$ cat src/rtl/i2c_rd_pkg.sv
package i2c_rd_pkg;

    typedef enum logic [3:0] {
        ST_IDLE,
        ST_ADDR,
        ST_ADDR_END,
        ST_ACK_RD,
        ST_ACK_WR,
        ST_TX,
        ST_TX_ACK,
        ST_TX_NEXT,
        ST_UNDER,
        ST_SKIP
    } rd_state_e;

    localparam int EVT_NUM    = 3;
    localparam int EV_NO_DATA = 0;
    localparam int EV_ABORT   = 1;
    localparam int EV_DONE    = 2;

endpackage

$ cat src/rtl/i2c_rd_sense.sv
module i2c_rd_sense #(
    parameter int SYNC_STAGES = 2
) (
    input  logic clk,
    input  logic rst_n,
    input  logic scl_i,
    input  logic sda_i,
    output logic scl_s,
    output logic sda_s,
    output logic scl_rise,
    output logic scl_fall,
    output logic start_det,
    output logic stop_det
);

    logic [SYNC_STAGES-1:0] scl_sh;
    logic [SYNC_STAGES-1:0] sda_sh;
    logic                   scl_p;
    logic                   sda_p;

    // Synchroniser chains, idle-high after reset
    always_ff @(posedge clk or negedge rst_n) begin
        if (!rst_n) begin
            scl_sh <= '1;
            sda_sh <= '1;
            scl_p  <= 1'b1;
            sda_p  <= 1'b1;
        end else begin
            scl_sh[0] <= scl_i;
            sda_sh[0] <= sda_i;
            for (int i = 1; i < SYNC_STAGES; i++) begin
                scl_sh[i] <= scl_sh[i-1];
                sda_sh[i] <= sda_sh[i-1];
            end
            scl_p <= scl_sh[SYNC_STAGES-1];
            sda_p <= sda_sh[SYNC_STAGES-1];
        end
    end

    assign scl_s     = scl_sh[SYNC_STAGES-1];
    assign sda_s     = sda_sh[SYNC_STAGES-1];
    assign scl_rise  = scl_s & ~scl_p;
    assign scl_fall  = ~scl_s & scl_p;
    assign start_det = scl_s & scl_p & sda_p & ~sda_s;
    assign stop_det  = scl_s & scl_p & ~sda_p & sda_s;

endmodule

$ cat src/rtl/i2c_rd_fsm.sv
module i2c_rd_fsm
    import i2c_rd_pkg::*;
#(
    parameter int DATA_W = 8
) (
    input  logic                clk,
    input  logic                rst_n,
    input  logic                scl_rise,
    input  logic                scl_fall,
    input  logic                sda_s,
    input  logic                start_det,
    input  logic                stop_det,
    input  logic [DATA_W-2:0]   own_addr,
    input  logic [DATA_W-1:0]   tx_data,
    input  logic                tx_valid,
    input  logic                tx_last,
    output logic                tx_ready,
    output logic                sda_drive_low,
    output logic [EVT_NUM-1:0]  ev_raw,
    output rd_state_e           state
);

    localparam int              CNT_W    = $clog2(DATA_W) + 1;
    localparam logic [CNT_W-1:0] LAST_BIT = CNT_W'(DATA_W - 1);

    rd_state_e          state_q, state_d;
    logic [DATA_W-1:0]  rx_sh;
    logic [DATA_W-1:0]  tx_sh;
    logic [CNT_W-1:0]   bit_cnt;
    logic               last_q;
    logic               load;
    logic               addr_hit;
    logic               dir_rd;

    assign addr_hit = (rx_sh[DATA_W-1:1] == own_addr);
    assign dir_rd   = rx_sh[0];

    // Next-state logic
    always_comb begin
        state_d = state_q;
        load    = 1'b0;
        ev_raw  = '0;
        if (start_det) begin
            state_d = ST_ADDR;
        end else if (stop_det) begin
            state_d = ST_IDLE;
        end else begin
            unique case (state_q)
                ST_IDLE: state_d = ST_IDLE;
                ST_ADDR: begin
                    if (scl_rise && bit_cnt == LAST_BIT) state_d = ST_ADDR_END;
                end
                ST_ADDR_END: begin
                    if (scl_fall) begin
                        if (!addr_hit) begin
                            state_d = ST_SKIP;
                        end else if (!dir_rd) begin
                            state_d = ST_ACK_WR;
                        end else if (tx_valid) begin
                            state_d = ST_ACK_RD;
                            load    = 1'b1;
                        end else begin
                            state_d = ST_SKIP;
                            ev_raw[EV_NO_DATA] = 1'b1;
                        end
                    end
                end
                ST_ACK_RD: if (scl_fall) state_d = ST_TX;
                ST_ACK_WR: if (scl_fall) state_d = ST_SKIP;
                ST_TX: begin
                    if (scl_fall && bit_cnt == LAST_BIT) state_d = ST_TX_ACK;
                end
                ST_TX_ACK: begin
                    if (scl_rise) begin
                        ev_raw[EV_DONE] = last_q;
                        if (sda_s) begin
                            state_d = ST_SKIP;
                            ev_raw[EV_ABORT] = 1'b1;
                        end else begin
                            state_d = ST_TX_NEXT;
                        end
                    end
                end
                ST_TX_NEXT: begin
                    if (scl_fall) begin
                        if (tx_valid) begin
                            state_d = ST_TX;
                            load    = 1'b1;
                        end else begin
                            state_d = ST_UNDER;
                        end
                    end
                end
                ST_UNDER: state_d = ST_UNDER;
                ST_SKIP:  state_d = ST_SKIP;
                default:  state_d = ST_IDLE;
            endcase
        end
    end

    // State register
    always_ff @(posedge clk or negedge rst_n) begin
        if (!rst_n) state_q <= ST_IDLE;
        else        state_q <= state_d;
    end

    // Shift registers and bit counter
    always_ff @(posedge clk or negedge rst_n) begin
        if (!rst_n) begin
            rx_sh   <= '0;
            tx_sh   <= '1;
            bit_cnt <= '0;
            last_q  <= 1'b0;
        end else if (start_det) begin
            bit_cnt <= '0;
        end else if (load) begin
            tx_sh   <= tx_data;
            last_q  <= tx_last;
            bit_cnt <= '0;
        end else if (state_q == ST_ADDR && scl_rise) begin
            rx_sh   <= {rx_sh[DATA_W-2:0], sda_s};
            bit_cnt <= bit_cnt + 1'b1;
        end else if (state_q == ST_TX && scl_fall && bit_cnt != LAST_BIT) begin
            tx_sh   <= {tx_sh[DATA_W-2:0], 1'b1};
            bit_cnt <= bit_cnt + 1'b1;
        end
    end

    // Outputs
    always_comb begin
        tx_ready = load;
        state    = state_q;
        unique case (state_q)
            ST_ACK_RD, ST_ACK_WR: sda_drive_low = 1'b1;
            ST_TX:                sda_drive_low = ~tx_sh[DATA_W-1];
            default:              sda_drive_low = 1'b0;
        endcase
    end

endmodule

$ cat src/rtl/i2c_rd_evt.sv
module i2c_rd_evt #(
    parameter int N = 3
) (
    input  logic         clk,
    input  logic         rst_n,
    input  logic [N-1:0] raw,
    input  logic [N-1:0] mask,
    output logic [N-1:0] evt
);

    for (genvar g = 0; g < N; g++) begin : g_evt
        always_ff @(posedge clk or negedge rst_n) begin
            if (!rst_n) evt[g] <= 1'b0;
            else        evt[g] <= raw[g] & mask[g];
        end
    end

endmodule

$ cat src/rtl/i2c_rd_slave.sv
module i2c_rd_slave
    import i2c_rd_pkg::*;
#(
    parameter int DATA_W      = 8,
    parameter int SYNC_STAGES = 2
) (
    input  logic                clk,
    input  logic                rst_n,
    input  logic                scl_i,
    input  logic                sda_i,
    output logic                sda_drive_low,
    input  logic [DATA_W-2:0]   own_addr,
    input  logic [EVT_NUM-1:0]  evt_mask,
    input  logic [DATA_W-1:0]   tx_data,
    input  logic                tx_valid,
    input  logic                tx_last,
    output logic                tx_ready,
    output logic                evt_no_data,
    output logic                evt_abort,
    output logic                evt_done
);

    logic               scl_s, sda_s, scl_rise, scl_fall, start_det, stop_det;
    logic [EVT_NUM-1:0] ev_raw, evt;
    rd_state_e          state;

    i2c_rd_sense #(.SYNC_STAGES(SYNC_STAGES)) u_sense (
        .clk       (clk),
        .rst_n     (rst_n),
        .scl_i     (scl_i),
        .sda_i     (sda_i),
        .scl_s     (scl_s),
        .sda_s     (sda_s),
        .scl_rise  (scl_rise),
        .scl_fall  (scl_fall),
        .start_det (start_det),
        .stop_det  (stop_det)
    );

    i2c_rd_fsm #(.DATA_W(DATA_W)) u_fsm (
        .clk           (clk),
        .rst_n         (rst_n),
        .scl_rise      (scl_rise),
        .scl_fall      (scl_fall),
        .sda_s         (sda_s),
        .start_det     (start_det),
        .stop_det      (stop_det),
        .own_addr      (own_addr),
        .tx_data       (tx_data),
        .tx_valid      (tx_valid),
        .tx_last       (tx_last),
        .tx_ready      (tx_ready),
        .sda_drive_low (sda_drive_low),
        .ev_raw        (ev_raw),
        .state         (state)
    );

    i2c_rd_evt #(.N(EVT_NUM)) u_evt (
        .clk   (clk),
        .rst_n (rst_n),
        .raw   (ev_raw),
        .mask  (evt_mask),
        .evt   (evt)
    );

    assign evt_no_data = evt[EV_NO_DATA];
    assign evt_abort   = evt[EV_ABORT];
    assign evt_done    = evt[EV_DONE];

endmodule

$ cat config.mk
export PLATFORM = sky130hd
export DESIGN_NAME = i2c_rd_slave
export DESIGN_NICKNAME = d
export VERILOG_FILES = /design/src/rtl/i2c_rd_pkg.sv /design/src/rtl/i2c_rd_sense.sv /design/src/rtl/i2c_rd_fsm.sv /design/src/rtl/i2c_rd_evt.sv /design/src/rtl/i2c_rd_slave.sv
export SDC_FILE = /design/constraint.sdc
export NUM_CORES = 1
export LEC_CHECK = 0
export BUFFER_PORTS_ARGS = -buffer_cell sky130_fd_sc_hd__buf_2
export CAP_MARGIN = 20
export CORE_AREA = 5 5 70 72
export CTS_CLUSTER_DIAMETER = 150
export DETAILED_ROUTE_END_ITERATION = 6
export DIE_AREA = 0 0 75 77
export GPL_ROUTABILITY_DRIVEN = 0
export MAX_ROUTING_LAYER = met4
export PLACE_DENSITY_LB_ADDON = 0.25
export SLEW_MARGIN = 20
export SYNTH_ARGS = -nofsm -noshare
export SYNTH_HDL_FRONTEND = slang
export SYNTH_HIERARCHICAL = 1
export SYNTH_SLANG_ARGS = --single-unit
$ cat constraint.sdc
create_clock -name clk -period 2.6 [get_ports clk]
set_clock_uncertainty 0.15 [all_clocks]
set_input_delay 0.13 -clock clk [delete_from_list [all_inputs] [get_ports clk]]
set_output_delay 0.13 -clock clk [all_outputs]
set_load 0.02 [all_outputs]
# == Word level (Yosys, flattened, before mapping) ==
# Index checks and enable logic that the tools add are counted.
# totals
regBits,34
word_cells,103
out_inout_bits,5
inputBits,24
# op_classes
reduce_logical,12
mux,41
n_eq_ne,20
bitwise,17
n_addsub,1
# ops
cell,count
4-bit two-way mux,18
4-bit case mux with 9 select lines,1
"4-bit by 3-bit != test with 1-bit output, second input constant",8
8-bit two-way mux,3
"4-bit by 3-bit equality test with 1-bit output, second input constant",5
1-bit two-way mux,13
1-bit bitwise AND,10
"4-bit by 2-bit equality test with 1-bit output, second input constant",2
"4-bit equality test, second input constant",2
7-bit equality test,1
1-bit inverter,7
7-bit AND reduction,1
3-bit two-way mux,2
3-bit AND reduction,2
1-bit logical AND,5
"4-bit by 1-bit adder with 4-bit output, second input constant",1
"4-bit by 1-bit equality test with 1-bit output, second input constant",1
2-bit two-way mux,2
1-bit case mux with 2 select lines,2
4-bit nonzero test,1
"2-bit != test, second input constant",1
2-bit AND reduction,1
2-bit nonzero test,1
2-bit OR reduction,1

# == Logic depth before layout (Yosys ltp) ==
# Gate-level depths: netlist of the first run.
# depth
ltp_word,9
mapped_depth,7
depth_no_buf,6

# == Cells and area by module ==
# The synthesis of the first run kept the hierarchy.
# by_module_without_submodules
module,seq_area_each_um2,n_inst,cells_per_inst,area_each_um2
i2c_rd_fsm,635.6,1,157,1631.6
i2c_rd_sense,157.7,1,10,190.2
i2c_rd_evt,75.1,1,6,93.8

# == Worst setup path before layout of the first run ==
# Ideal clock, no wire load.
# synth_timing
path_kind,reg-to-reg
startpoint,reg u_sense.sda_p
endpoint,reg u_fsm.last_q
setup_ns,0.125
arrival_ns,2.061
n_path_buf,1
setup_slack_ns,0.264
required_time_ns,2.325
stages_incl_launch_ff,7
cell_sequence,dfstp_2 -> and4b_1 -> nand2b_1 -> or4_4 -> a211o_1 -> buf_6 -> mux2_4
# synth_via
elab_chain_len,6
elab_cells_between_ends,9
# synth_lines
element,line,rtl
start: declaration,i2c_rd_sense.sv:19,logic sda_p;
start signal: assignment,i2c_rd_sense.sv:36,sda_p <= sda_sh[SYNC_STAGES-1];
1-bit inverter,i2c_rd_sense.sv:45,assign stop_det = scl_s & scl_p & ~sda_p & sda_s;
1-bit bitwise AND (2 in a row),i2c_rd_sense.sv:45,
net stop_det,i2c_rd_slave.sv:23,"logic scl_s, sda_s, scl_rise, scl_fall, start_det, stop_det;"
1-bit two-way mux,i2c_rd_fsm.sv:45,end else if (stop_det) begin
1-bit two-way mux,i2c_rd_fsm.sv:43,if (start_det) begin
2-bit AND reduction (no source line),-,
end signal: assignment,i2c_rd_fsm.sv:118,last_q <= tx_last;
end: declaration,i2c_rd_fsm.sv:30,logic last_q;
# The timed path passes the listed nets, and every way through them passes these cells.
# A chain may end at the register's enable or synchronous reset.

# == Final worst setup path of the first run ==
# layout_timing
startpoint,reg u_sense.sda_p
endpoint,out tx_ready
# layout_via
elab_chain_len,5
elab_cells_between_ends,7
# layout_lines
element,line,rtl
1-bit inverter,i2c_rd_sense.sv:45,
1-bit bitwise AND (2 in a row),i2c_rd_sense.sv:45,
net stop_det,i2c_rd_slave.sv:23,
1-bit two-way mux,i2c_rd_fsm.sv:45,
1-bit two-way mux,i2c_rd_fsm.sv:43,
end: declaration,i2c_rd_slave.sv:17,"output logic tx_ready,"
# The timed path passes the listed nets, and every way through them passes these cells.

==> results.toml, run 1 <==
[synth]
synth.yosys.seq_area_share_pct = 45.3
synth-seq-cells = 34
synth.distinct_cells = 47
synth_top_area_cell = "dfrtp_1"
ys_warn_count = 6
synth_ff_type = "dfrtp_1"
synth_cells = 173
post_synth.cell_area_avg_um2 = 11.1
syn_nets = 198
synth-edff-count = 0
syn_area_um2 = 1920
synthArstFlopShare_pct = 100
synth_largest_type_area_fraction_pct = 26.1
synth_area_leaders = "dfrtp_1 (26%), dfstp_2 (19%), mux2_2 (7.6%), mux2_4 (7.1%), xor2_1 (3.7%)"

[route]
vias_per_cell = 5.51
routedWlPerCell_um = 15.4
antenna_left = 0
drcViolationCount = 0
routed-via-count = 1514
wl_um = 4220
drt_pre_antenna_iters = 4
drt_iter0_drc = 175

[critical_path]
critPathCaptureType = "output port"
critPathKind = "flip-flop to output port"
cp-start-kind = "flip-flop"
crit_arrival_ns = 2.21
required_ns = 2.32
worstRegToRegCells = 6
worstPathMaxFanout = 4

[placed_design]
dpl_cell_area_um2 = 2100
numPortBuffers = 28
dp_hpwl_um = 2950

[power]
vdd_drop_max_mv = 0.460
switching_share_pct = 23.9
share_comb_of_total_power_pct = 12.5
internal-power_uw = 956
p_switching_uw = 299
total_power_uw = 1260
seqPwrFrac_pct = 49.8
power.leakage_uw = 0.00112
p_clk_share_pct = 37.7
powerDensity_nw_per_um2 = 525

[job]
max_cap_viol_count = 0

[floorplan]
core_um2 = 4230
die_area_um2 = 5780
start_util_pct = 45.2
ios = 29
fp.dieH_um = 77
rows = 24
die_x_um = 75

[final_layout]
multi_input_area_um2 = 980
diodes = 0
drive_gt1_share_pct = 41.3
utilization_pct = 56.5
syn2layout_area_growth_pct = 24.8
nets = 247
nFillCells = 349
final_design_area_no_fill_um2 = 2390
ff_latch_area_um2 = 868

[clocking]
htree_levels = 2
clk_pin_slew_ns = 0.07
clockBufferDepth = 2
cts_tree = "yes"
numCtsBuffers = 5
cts-root-buf = "clkbuf_8"
worstSkewPairLatency_ns = 0.28
cts.sinks = 34

[min_path]
hold_class = "input pin to flip-flop"
holdPathStages = 3

[global_route]
grt_max_degree = 35
antenna_found_initial = 0
overflow = 0
grt_pass1_vias = 1586
grt_pass1_wl_um = 7110
gr-usage-all-layers_pct = 16.2

[timing]
rsz0062_at_grt = "false"
finalHoldViolations = 0
layout_min_cycle_time_ns = 2.49
whs_ns = 0.133
setup_viol = 0
clock.fmax_mhz = 402
maxSlewHeadroom_pct = 50.6
tns_ns = 0
fin_crit_sh_pct = 95.8
tightest_slew_ns = 0.742
final-max-slew-violation-count = 0

[outcome]
outcome = "completed"
power by group through the flow:
stage          combinational (uW)  sequential (uW)  clock (uW)
2_1_floorplan                94.2              620           0
3_3_place_gp                  131              629           0
3_5_place_dp                  137              633           0
4_1_cts                       156              625         484
5_1_grt                       176              631         516
6_report                      157              625         473
final cells by class:
class | count | area share, %
multi-input combinational | 125 | 41.0
clock buffer | 5 | 2.88
tap | 52 | 2.72
sequential | 34 | 36.3
timing repair buffer | 51 | 14.7
clock inverter | 3 | 1.67
inverter | 5 | 0.785
stage by stage:
stage / instances / setup slack (ns)
2_1_floorplan: 173 / 0.264
3_3_place_gp: 250 / 0.0903
3_5_place_dp: 250 / 0.00806
4_1_cts: 275 / 0.0644
5_1_grt: 275 / 0.0208
6_report: 275 / 0.110
worst max-delay path, stage by stage, from the launching register on:
cell and delay [ns]:
dfstp_2 0.52, and4b_1 0.24, nand2b_4 0.17, or4_4 0.49
a211o_4 0.31, inv_1 0.05, buf_2 0.15
per-layer routing:
layer  share of wire [%]  global-route usage, %  routed length, um  vias to the layer above
met2                  51                   25.4               2170                       58
li1                    -                      -                  -                      720
met3                 5.8                   4.31                244                        7
met4                 1.2                   6.23                 50                        0
met5                   0                      -                  0                        -
met1                  42                   19.7               1760                      729
synth_stat cells (2+ instances only):
cell type	number
mux2_2	13
o21ai_0	9
a41oi_1	2
nand2_1	8
mux2_4	9
nand3b_1	3
nor4_1	2
nor2b_1	4
nand4_1	4
and2b_2	2
xor2_1	8
nor3_1	7
nor2_1	8
xnor2_1	3
dfrtp_1	20
nand2b_1	2
and4b_1	2
inv_1	4
nand3_1	2
a21oi_1	9
clkbuf_1	4
dfstp_2	14
buf_6	3
and2_1	6
nor3b_1	3
cell usage in the layout (no fill, tap or decap), types with 4 or more instances in the layout:
cell and count:
buf_2 28, dfrtp_1 20, dlygate4sd3_1 15, dfstp_2 14, mux2_2 13, a21oi_1 9, mux2_4 9, o21ai_0 9
nand2_1 8, nor2_1 8, xor2_1 8, buf_4 8, nor3_1 7, and2_1 6, clkbuf_8 5, nand4_1 4
inv_1 4
flip-flops by register name (all words and copies together), names as in the netlist:
| register | flops |
|---|---|
| u_evt/evt | 3 |
| u_fsm/bit_cnt | 4 |
| u_fsm/last_q | 1 |
| u_fsm/rx_sh | 8 |
| u_fsm/state | 4 |
| u_fsm/tx_sh | 8 |
| u_sense/scl_p | 1 |
| u_sense/scl_sh | 2 |
| u_sense/sda_p | 1 |
| u_sense/sda_sh | 2 |
logic make-up (layout without fill, tap and decap cells):
| kind of cell | count (synthesis) | after routing | synth area share, % |
|---|---|---|---|
| simple gates | 62 | 62 | 20.0 |
| flops | 34 | 34 | 45.3 |
| compound gates | 28 | 28 | 9.28 |
| mux | 23 | 23 | 15.2 |
| buf+inv | 14 | 64 | 4.51 |
| xor+xnor | 11 | 11 | 5.03 |
| fa+ha+maj | 1 | 1 | 0.653 |
final timing paths:
path / startpoint / endpoint / slack, ns
hold reg to reg: u_sense/sda_sh[0]$_DFF_PN1_ / u_sense/sda_sh[1]$_DFF_PN1_ / 0.21
hold / removal: tx_valid / u_fsm/state[1]$_DFFE_PN0P_ / 0.13
max in group asynchronous: rst_n / u_fsm/bit_cnt[3]$_DFFE_PN0P_ / 1.51
min in group asynchronous: rst_n / u_evt/evt[0]$_DFF_PN0_ / 0.31
setup reg to reg: u_sense/sda_p$_DFF_PN1_ / u_fsm/last_q$_DFFE_PN0P_ / 0.13
setup / recovery: u_sense/sda_p$_DFF_PN1_ / tx_ready / 0.11
timing repair:
action	in CTS	in global routing
hold buffers	15	0
pin swaps	1	0
hold endpoints to repair	34	0
setup buffers	2	0
setup endpoints to repair	1	2
resized for setup	2	2
No activity file was read; power rests on OpenSTA's default activity.
==> inputs of run 2 (changes only) <==
==> constraint.sdc (replaced) <==
create_clock -name clk -period 2.3 [get_ports clk]
set_clock_uncertainty 0.15 [all_clocks]
set_input_delay 0.115 -clock clk [delete_from_list [all_inputs] [get_ports clk]]
set_output_delay 0.115 -clock clk [all_outputs]
set_load 0.02 [all_outputs]
==> results.toml, run 2 (synthesis results as in run 1) <==
[route]
vias_per_cell = 5.41
wl_um = 4220
drt_iter0_drc = 143
routed-via-count = 1525
antenna_left = 0
drt_pre_antenna_iters = 4
drcViolationCount = 0
routedWlPerCell_um = 15.0

[timing]
final-max-slew-violation-count = 0
finalHoldViolations = 0
clock.fmax_mhz = 406
setup_viol = 10
setup_ws_ns = -0.166
rsz0062_at_grt = "true"
tightest_slew_ns = 0.727
fin_crit_sh_pct = 107
tns_ns = -1.22
maxSlewHeadroom_pct = 51.5
layout_min_cycle_time_ns = 2.47

[critical_path]
cp-startpoint = "u_sense/sda_p$_DFF_PN1_"
cp-start-kind = "flip-flop"
r2r_start = "u_sense/sda_p$_DFF_PN1_"
required_ns = 2.04
critPathKind = "flip-flop to output port"
critPathCaptureType = "output port"
crit_arrival_ns = 2.20
worstPathMaxFanout = 2

[clocking]
numCtsBuffers = 5
htree_levels = 2
cts_tree = "yes"
cts-root-buf = "clkbuf_8"
clk_pin_slew_ns = 0.07
clockBufferDepth = 2
cts.sinks = 34
worstSkewPairLatency_ns = 0.28

[min_path]
hold_class = "input pin to flip-flop"
min_from = "tx_valid"

[floorplan]
ios = 29
fp.dieH_um = 77
rows = 24
core_um2 = 4230
die_x_um = 75
start_util_pct = 45.2
die_area_um2 = 5780

[final_layout]
mostFrequentLayoutCell = "buf_2"
drive_gt1_share_pct = 43.0
syn2layout_area_growth_pct = 29.8
final_design_area_no_fill_um2 = 2490
instances_no_fill = 282
utilization_pct = 58.7
diodes = 0
nets = 254
final_cell_mix = "buf_2 (27), dfrtp_1 (20), dlygate4sd3_1 (15)"
reg_top3 = "u_fsm/rx_sh (8), u_fsm/tx_sh (8)"

[outcome]
outcome = "finished, violations left"
violations = "negative setup slack"

[job]
max_cap_viol_count = 0

[global_route]
overflow = 0
grt_pass1_vias = 1553
gr-usage-all-layers_pct = 16.3
grt_pass1_wl_um = 7130
grt_max_degree = 35
antenna_found_initial = 0

[placed_design]
dpl_cell_area_um2 = 2160
place_ws_ns = -0.0451
post-place-cells = 257
dp_hpwl_um = 3070
numPortBuffers = 28

[power]
vdd_drop_max_mv = 0.434
power.leakage_uw = 0.00117
powerDensity_nw_per_um2 = 621
[run 2: repair_timing]
item,4_1_cts,5_1_grt
setup endpoints to repair,9,10
buffers inserted,2,1
resized for setup,6,0
hold endpoints to repair,34,0
hold buffers,15,0
pin swaps,1,1
[run 2: layout make-up]
| class | instances | area (um^2) |
|---|---|---|
| multi-input cells | 125 | 971 |
| well taps | 52 | 65.1 |
| clock buffers | 5 | 68.8 |
| clock inverters | 3 | 68.8 |
| fillers | 352 | 1750 |
| inverters | 5 | 18.8 |
| flip-flops and latches | 34 | 868 |
| repair buffers | 58 | 425 |
[run 2: critical path, cell delays in order (launching register included)]
cell and delay [ns]:
dfstp_2 0.52, and4b_1 0.19, nand2b_4 0.14, or4_4 0.48
a211o_1 0.29, buf_12 0.14, inv_2 0.04, buf_6 0.10
[run 2: per-stage QoR]
step | hold slack, ns | total power, uW
after CTS | 0.112 | 1570
after global placement | 0.0548 | 864
after global routing | 0.132 | 1630
after floorplan | -0.331 | 808
final | 0.115 | 1540
after detailed placement | 0.0726 | 878
[run 2: final timing paths]
check | slack [ns] | cells after the start | endpoint
max in group asynchronous | 1.26 | 2 | u_fsm/last_q$_DFFE_PN0P_
hold reg to reg | 0.21 | 0 | u_sense/scl_sh[1]$_DFF_PN1_
hold / removal | 0.12 | 3 | u_fsm/state[1]$_DFFE_PN0P_
setup reg to reg | -0.13 | 7 | u_fsm/tx_sh[0]$_DFFE_PN1P_
min in group asynchronous | 0.28 | 2 | u_evt/evt[0]$_DFF_PN0_
setup / recovery | -0.17 | 7 | tx_ready
[run 2: report_power, final]
group          internal [uW]  leakage, uW  switching [uW]
combinational            104     0.000683            79.5
sequential               662     0.000422            43.0
clock                    434    0.0000683             221
[run 2: per-layer routing]
metal	up-vias	share of wire, %	track usage (%)
met5	-	0	-
met4	0	0.33	4.63
met3	2	6.0	3.92
met2	53	51	25.1
met1	736	43	21.2
li1	734	-	-
==> inputs of run 3 (changes only) <==
==> constraint.sdc (replaced) <==
create_clock -name clk -period 3.1 [get_ports clk]
set_clock_uncertainty 0.15 [all_clocks]
set_input_delay 0.155 -clock clk [delete_from_list [all_inputs] [get_ports clk]]
set_output_delay 0.155 -clock clk [all_outputs]
set_load 0.02 [all_outputs]
==> results.toml, run 3 (synthesis results as in run 1) <==
[outcome]
outcome = "completed"

[timing]
rsz0062_at_grt = "false"
tns_ns = 0
finalHoldViolations = 0
final-max-slew-violation-count = 0
maxSlewHeadroom_pct = 47.2
clock.fmax_mhz = 359
tightest_slew_ns = 0.785
setup_ws_ns = 0.312
layout_min_cycle_time_ns = 2.79
setup_viol = 0
fin_crit_sh_pct = 89.9

[route]
routed-via-count = 1471
drt_iter0_drc = 111
wl_met1_um = 1710
route.met2.wl_um = 2220
drt_pre_antenna_iters = 4
antenna_left = 0
wl_met3_um = 155
drcViolationCount = 0
dr.max_layer_used = "met4"
vias_per_cell = 5.49
routedWlPerCell_um = 15.5
wl_um = 4150

[clocking]
ctsHoldBuffers = 15
postCtsResizedCells = 0
worstSkewPairLatency_ns = 0.28
cts_tree = "yes"
clockBufferDepth = 2
cts.sinks = 34
clk_pin_slew_ns = 0.07
cts_setup_buffers = 0
numCtsBuffers = 5
htree_levels = 2
cts-root-buf = "clkbuf_8"

[final_layout]
reg_top3 = "u_fsm/rx_sh (8), u_fsm/tx_sh (8)"
drive_gt1_share_pct = 38.0
final_design_area_no_fill_um2 = 2310
diodes = 0
nets = 240
syn2layout_area_growth_pct = 20.4
mostFrequentLayoutCell = "buf_2"
final_cell_mix = "buf_2 (28), dfrtp_1 (20), dlygate4sd3_1 (15)"

[power]
total_power_uw = 990
vdd_drop_max_mv = 0.294
powerDensity_nw_per_um2 = 429
power.leakage_uw = 0.00107

[job]
max_cap_viol_count = 0

[global_route]
antenna_found_initial = 0
grt_pass1_vias = 1554
grt_pass1_wl_um = 7030
overflow = 0
gr-usage-all-layers_pct = 16.4
grt_max_degree = 35

[floorplan]
start_util_pct = 45.2
die_area_um2 = 5780
ios = 29
die_x_um = 75
core_um2 = 4230
fp.dieH_um = 77
rows = 24

[critical_path]
cp-start-kind = "flip-flop"
crit_path_cell_trace = "and4b_1, nand2b_1, or4_4, a211o_1, inv_1, buf_2"
critPathKind = "flip-flop to output port"
worstPathMaxFanout = 10
crit_path_max_incr_delay_ns = 0.52
critPathCaptureType = "output port"
slowest_stage = "dfstp_2"
required_ns = 2.79
crit_arrival_ns = 2.48

[placed_design]
numPortBuffers = 28
dpl_cell_area_um2 = 2060
dp_hpwl_um = 2970
place_ws_ns = 0.530

[min_path]
hold_class = "input pin to flip-flop"
[run 3: layer usage]
layer | up-vias | global-route usage, %
met5 | - | -
met4 | 0 | 6.76
met3 | 6 | 4.18
met2 | 39 | 26.4
met1 | 721 | 19.1
li1 | 705 | -
[run 3: worst paths after layout]
kind / from / endpoint / slack (ns) / cells past startpoint
worst max-delay path: u_sense/sda_p$_DFF_PN1_ / tx_ready / 0.31 / 6
worst min-delay path: tx_valid / u_fsm/state[1]$_DFFE_PN0P_ / 0.15 / 3
worst max register to register: u_sense/sda_p$_DFF_PN1_ / u_fsm/last_q$_DFFE_PN0P_ / 0.55 / 5
worst min register to register: u_sense/sda_sh[0]$_DFF_PN1_ / u_sense/sda_sh[1]$_DFF_PN1_ / 0.21 / 0
max in group asynchronous: rst_n / u_fsm/rx_sh[5]$_DFFE_PN0P_ / 1.98 / 2
min in group asynchronous: rst_n / u_evt/evt[0]$_DFF_PN0_ / 0.34 / 2
[run 3: final cells by class]
class | count | area [um^2]
clock inverter | 2 | 12.5
inverter | 5 | 18.8
timing repair buffer | 44 | 298
clock buffer | 6 | 82.6
tap | 52 | 65.1
fill | 360 | 1930
sequential | 34 | 868
multi-input combinational | 125 | 961
[run 3: metrics by stage]
| step | instances | hold WS (ns) | util (%) |
|---|---|---|---|
| 2_1_floorplan | 173 | -0.291 | - |
| 3_3_place_gp | 245 | 0.0947 | 48.7 |
| 3_5_place_dp | 245 | 0.112 | 48.7 |
| 4_1_cts | 268 | 0.133 | 54.5 |
| 5_1_grt | 268 | 0.177 | 54.5 |
| 6_report | 268 | 0.154 | 54.5 |
[run 3: report_power, final]
group / total (uW) / internal (uW) / switching [uW]
Combinational: 131 / 72.5 / 58.5
Sequential: 524 / 491 / 32.8
Clock: 335 / 178 / 156
Total: 990 / 742 / 248
[run 3: worst max-delay path, delay by kind of cell, from the launching register on]
kind | cells | cell delay [ns]
AOI/OAI and AO/OA | 1 | 0.50
buffers and inverters | 2 | 0.27
DFF | 1 | 0.52
and+or+nand+nor | 3 | 0.90
